===== src/rtl/sc_err_run.sv =====
module sc_err_run #(
   parameter int THR_W = 3
) (
   input  logic             clk,
   input  logic             rst_n,
   input  logic             valid_i,
   input  logic             bad_i,
   input  logic             clr_i,
   input  logic             blk_i,
   input  logic [THR_W-1:0] thr_i,
   output logic             qualify_o
);
   localparam int RUN_MAX = 2 ** THR_W;
   localparam int CNT_W   = $clog2(RUN_MAX + 1);

   if (THR_W < 1 || THR_W > 8) begin : g_chk_thr
      $error("sc_err_run: THR_W out of range");
   end

   logic [CNT_W-1:0] run_q, base, inc, limit;

   assign base  = clr_i ? '0 : run_q;
   assign inc   = (base == CNT_W'(RUN_MAX)) ? base : base + 1'b1;
   assign limit = {{(CNT_W-THR_W){1'b0}}, thr_i} + 1'b1;

   assign qualify_o = valid_i & bad_i & (blk_i | (inc >= limit));

   always_ff @(posedge clk or negedge rst_n) begin
      if (!rst_n)       run_q <= '0;
      else if (valid_i) run_q <= bad_i ? inc : '0;
      else              run_q <= base;
   end


   good_resets_run_chk: assert property (@(posedge clk) disable iff (!rst_n)
      (valid_i && !bad_i) |=> (run_q == '0));


   clr_resets_run_chk: assert property (@(posedge clk) disable iff (!rst_n)
      (clr_i && !valid_i) |=> (run_q == '0));
endmodule


===== config.mk =====
export PLATFORM = sky130hd
export DESIGN_NAME = sc_err_run
export DESIGN_NICKNAME = d
export VERILOG_FILES = /design/src/rtl/sc_err_run.sv
export SDC_FILE = /design/constraint.sdc
export NUM_CORES = 1
export LEC_CHECK = 0
export CAP_MARGIN = 20
export CORE_AREA = 4 4 41 43
export DETAILED_ROUTE_END_ITERATION = 6
export DIE_AREA = 0 0 45 47
export SYNTH_ARGS = -nofsm -noshare
export SYNTH_HDL_FRONTEND = slang
export SYNTH_SLANG_ARGS = --single-unit

===== constraint.sdc =====
create_clock -name clk -period 3.49 [get_ports clk]
set_input_delay 0.698 -clock clk [delete_from_list [all_inputs] [get_ports clk]]
set_output_delay 0.698 -clock clk [all_outputs]
set_load 0.005 [all_outputs]

==> results of run 1 <==
==> power groups by stage <==
stage | Combinational (mW) | Sequential [mW] | Clock [mW]
floorplan | 0.0167 | 0.0496 | 0
global placement | 0.0379 | 0.0500 | 0
detailed placement | 0.0382 | 0.0499 | 0
CTS | 0.0379 | 0.0493 | 0.0593
global route | 0.0422 | 0.0495 | 0.0647
finish | 0.0373 | 0.0493 | 0.0554
==> per-layer routing <==
layer	vias to the layer above	part of all wire, %	wire length, um	track usage, %
met5	-	0	0	0
met4	0	0	0	1.75
met3	0	2.5	21	5.75
met2	5	44	377	14.1
met1	172	53	455	12.1
li1	219	-	-	-
==> critical path, delay by kind of cell <==
family	cells	cell delay (ns)
buf+inv	3	0.58
fa+ha+maj	2	0.47
simple gates	4	0.38
compound gates	2	0.37
xor+xnor	1	0.12
==> kinds of logic after synthesis <==
| kind of cell | Yosys count | synth area share [%] |
|---|---|---|
| and+or+nand+nor | 17 | 22.8 |
| AOI/OAI and AO/OA | 13 | 19.8 |
| adders and majority gates | 7 | 21.3 |
| buffers and inverters | 6 | 5.47 |
| DFF | 4 | 24.3 |
| xor gates and xnor gates | 3 | 6.38 |
==> metrics by stage <==
step | hold WS (ns) | area, um^2 | utilization, % | std cells
final | 0.606 | 611 | 46.9 | 86
after global routing | 0.654 | 611 | 46.9 | 86
after CTS | 0.612 | 611 | 46.9 | 86
after detailed placement | 0.606 | 588 | 45.2 | 83
after global placement | 0.608 | 588 | 45.2 | 83
after floorplan | 0.402 | 412 | - | 50
==> layout make-up <==
cell class / count / area, um^2 / area share (%)
Multi-Input combinational cell: 40 / 289 / 47.3
Timing Repair Buffer: 18 / 158 / 25.8
Sequential cell: 4 / 100 / 16.4
Tap cell: 15 / 18.8 / 3.07
Clock buffer: 3 / 22.5 / 3.69
Inverter: 6 / 22.5 / 3.69
==> layout by cell type (no fill, tap or decap), types with 2 or more instances in the layout <==
cell | Yosys | layout
buf_4 | 0 | 9
nand2b_1 | 2 | 2
xnor2_1 | 2 | 2
ha_1 | 7 | 7
a21oi_1 | 2 | 2
clkbuf_4 | 0 | 3
clkdlybuf4s50_1 | 0 | 7
inv_1 | 6 | 6
o21ai_1 | 0 | 2
nor2_1 | 3 | 3
dfrtp_1 | 4 | 4
nand3_1 | 4 | 4
o21ai_0 | 5 | 3
nor3_1 | 2 | 2
==> worst max-delay path by stage <==
stage	end	slack (ns)	depth (start not counted)
after floorplan	qualify_o	0.72	10
after global placement	qualify_o	-0.45	12
after detailed placement	qualify_o	-0.44	12
after CTS	qualify_o	0.14	12
after global routing	qualify_o	0.02	12
final	qualify_o	0.17	12
==> results.txt, run 1 <==
Post-CTS Resized: 6
Fin crit share: 95.1%
Ys async rst share: 100%
Die area: 2120 um^2
Num Clock Sinks: 4
Cell Area, Synth: 412 um^2
Number of flops mapped to enable cells by yosys: 0
Total wire length: 854 um
Total negative slack: 0 ns
Library cells used by synthesis: 23
Max Slew Vio Count: 0
Clk Latency, worst-skew pair: 0.23 ns
CTS Buffer Depth: 2
CTS tree: built
Core area: 1300 um^2
#FFs+latches synth: 4
CP max FO: 4
Maximum capacitance violations: 0
Slowest CP cell: dlygate4sd2_1
Die Y: 47 um
Worst setup EP type: primary output
Initial drt markers: 1
Vias in the first global route: 365
Maximum clock frequency: 0.301 GHz
Sequential fraction of the synthesis area: 24.3%
Share of the synthesized area in the top cell type: 24.3%
Reg2reg end: run_q[2]
DR vias: 396
Cells along the critical path: dlygate4sd2_1 -> nor2b_1 -> inv_1 -> ha_1 -> nand3b_1 -> xnor2_1 -> nor2_1 -> ha_1 -> nor2_1 -> a21o_1 -> a211oi_1 -> clkdlybuf4s15_2
Num CTS Buffers: 3
Filler cell count: 144
Post-CTS Setup Bufs: 0
Largest registers: run_q (4)
HP Class: reg2reg
Nets: 89
Tmin final: 3.32 ns
Worst Tran Pin Value: 0.239 ns
Initial Utilization: 31.6%
Final setup fails: 0
Final Hold Fails: 0
Cells on Worst Hold Path: 2
Flop2flop setup slack: 2.03 ns
Worst vdd ir: 0.000188 V
First-pass GRT wire length: 1440 um
Syn avg cell area: 8.23 um^2
Diodes inserted: 0
Net Sw Frac: 24.3%
Final Power: 142 uW
Die Wd: 45 um
Share of cells above drive strength 1: 21.1%
Switching power: 34.4 uW
Layout area overhead: 48.3%
Hold endpoint: run_q[3]
Comb power frac: 26.3%
Critical path type: in2out
RSZ-0062 raised after global routing: no
Root Buffer: clkbuf_4
H-tree Lvls: 1
Worst setup margin: 0.172 ns
Synth area leaders: dfrtp_1 (24%), ha_1 (21%), o21ai_0 (6.1%)
Slew headroom: 84.0%
Pleak: 0.290 nW
Num ports: 10
Largest net degree at the start of global routing: 8
Post-DP HPWL: 748 um
Critical Path Source: clr_i
Routed Antenna Nets: 0
Post-route DRC: 0
Synth Instances: 50
Max FFs per register: 4
Min-delay src: run_q[3]
Post-synth net total: 66
GP Congestion: 0.725
Total congestion overflow: 0
Crit-path max cell delay: 0.26 ns
Most flops, register: run_q
Internal power: 108 uW
Yosys Warn Count: 0
CTS clk-pin slew, worst paths: 0.04 ns
# port buffers: 9
Tot GR Track Use: 9.58%
Synth Flop Type: dfrtp_1
Commonest cells in the netlist: ha_1 (7), inv_1 (6), o21ai_0 (5)
Type of origin of the critical path: input port
Initial antenna violation count: 0
Drt pass-1 iters: 4
Worst Path Arrival: 2.62 ns
R2R depth: 7
Via density: 4.60
CTS Hold Buffers Added: 0
Rows: 13
Average wire per standard cell: 9.93 um
Skew final: 0.00243 ns
Power per cell area: 233 nW/um^2
Data required, critical path: 2.79 ns
Most common cell in the netlist: ha_1
Clk pwr share: 39.0%
Status: complete, no violations
Post-Place Setup Slack: -0.444 ns
Yosys top cell by area: dfrtp_1
Reg-to-reg startpoint: run_q[1]
Register share of total power: 34.7%
No activity file was read; power rests on OpenSTA's default activity.
==> inputs of run 2 (changes only) <==
--- a/config.mk
+++ b/config.mk
@@ -5,6 +5,7 @@
 export SDC_FILE = /design/constraint.sdc
 export NUM_CORES = 1
 export LEC_CHECK = 0
+export ABC_CLOCK_PERIOD_IN_PS = 3490
 export CAP_MARGIN = 20
 export CORE_AREA = 4 4 41 43
 export DETAILED_ROUTE_END_ITERATION = 6
==> results of run 2 <==
No change in the layout: final DEF, timing and power equal those of run 1.
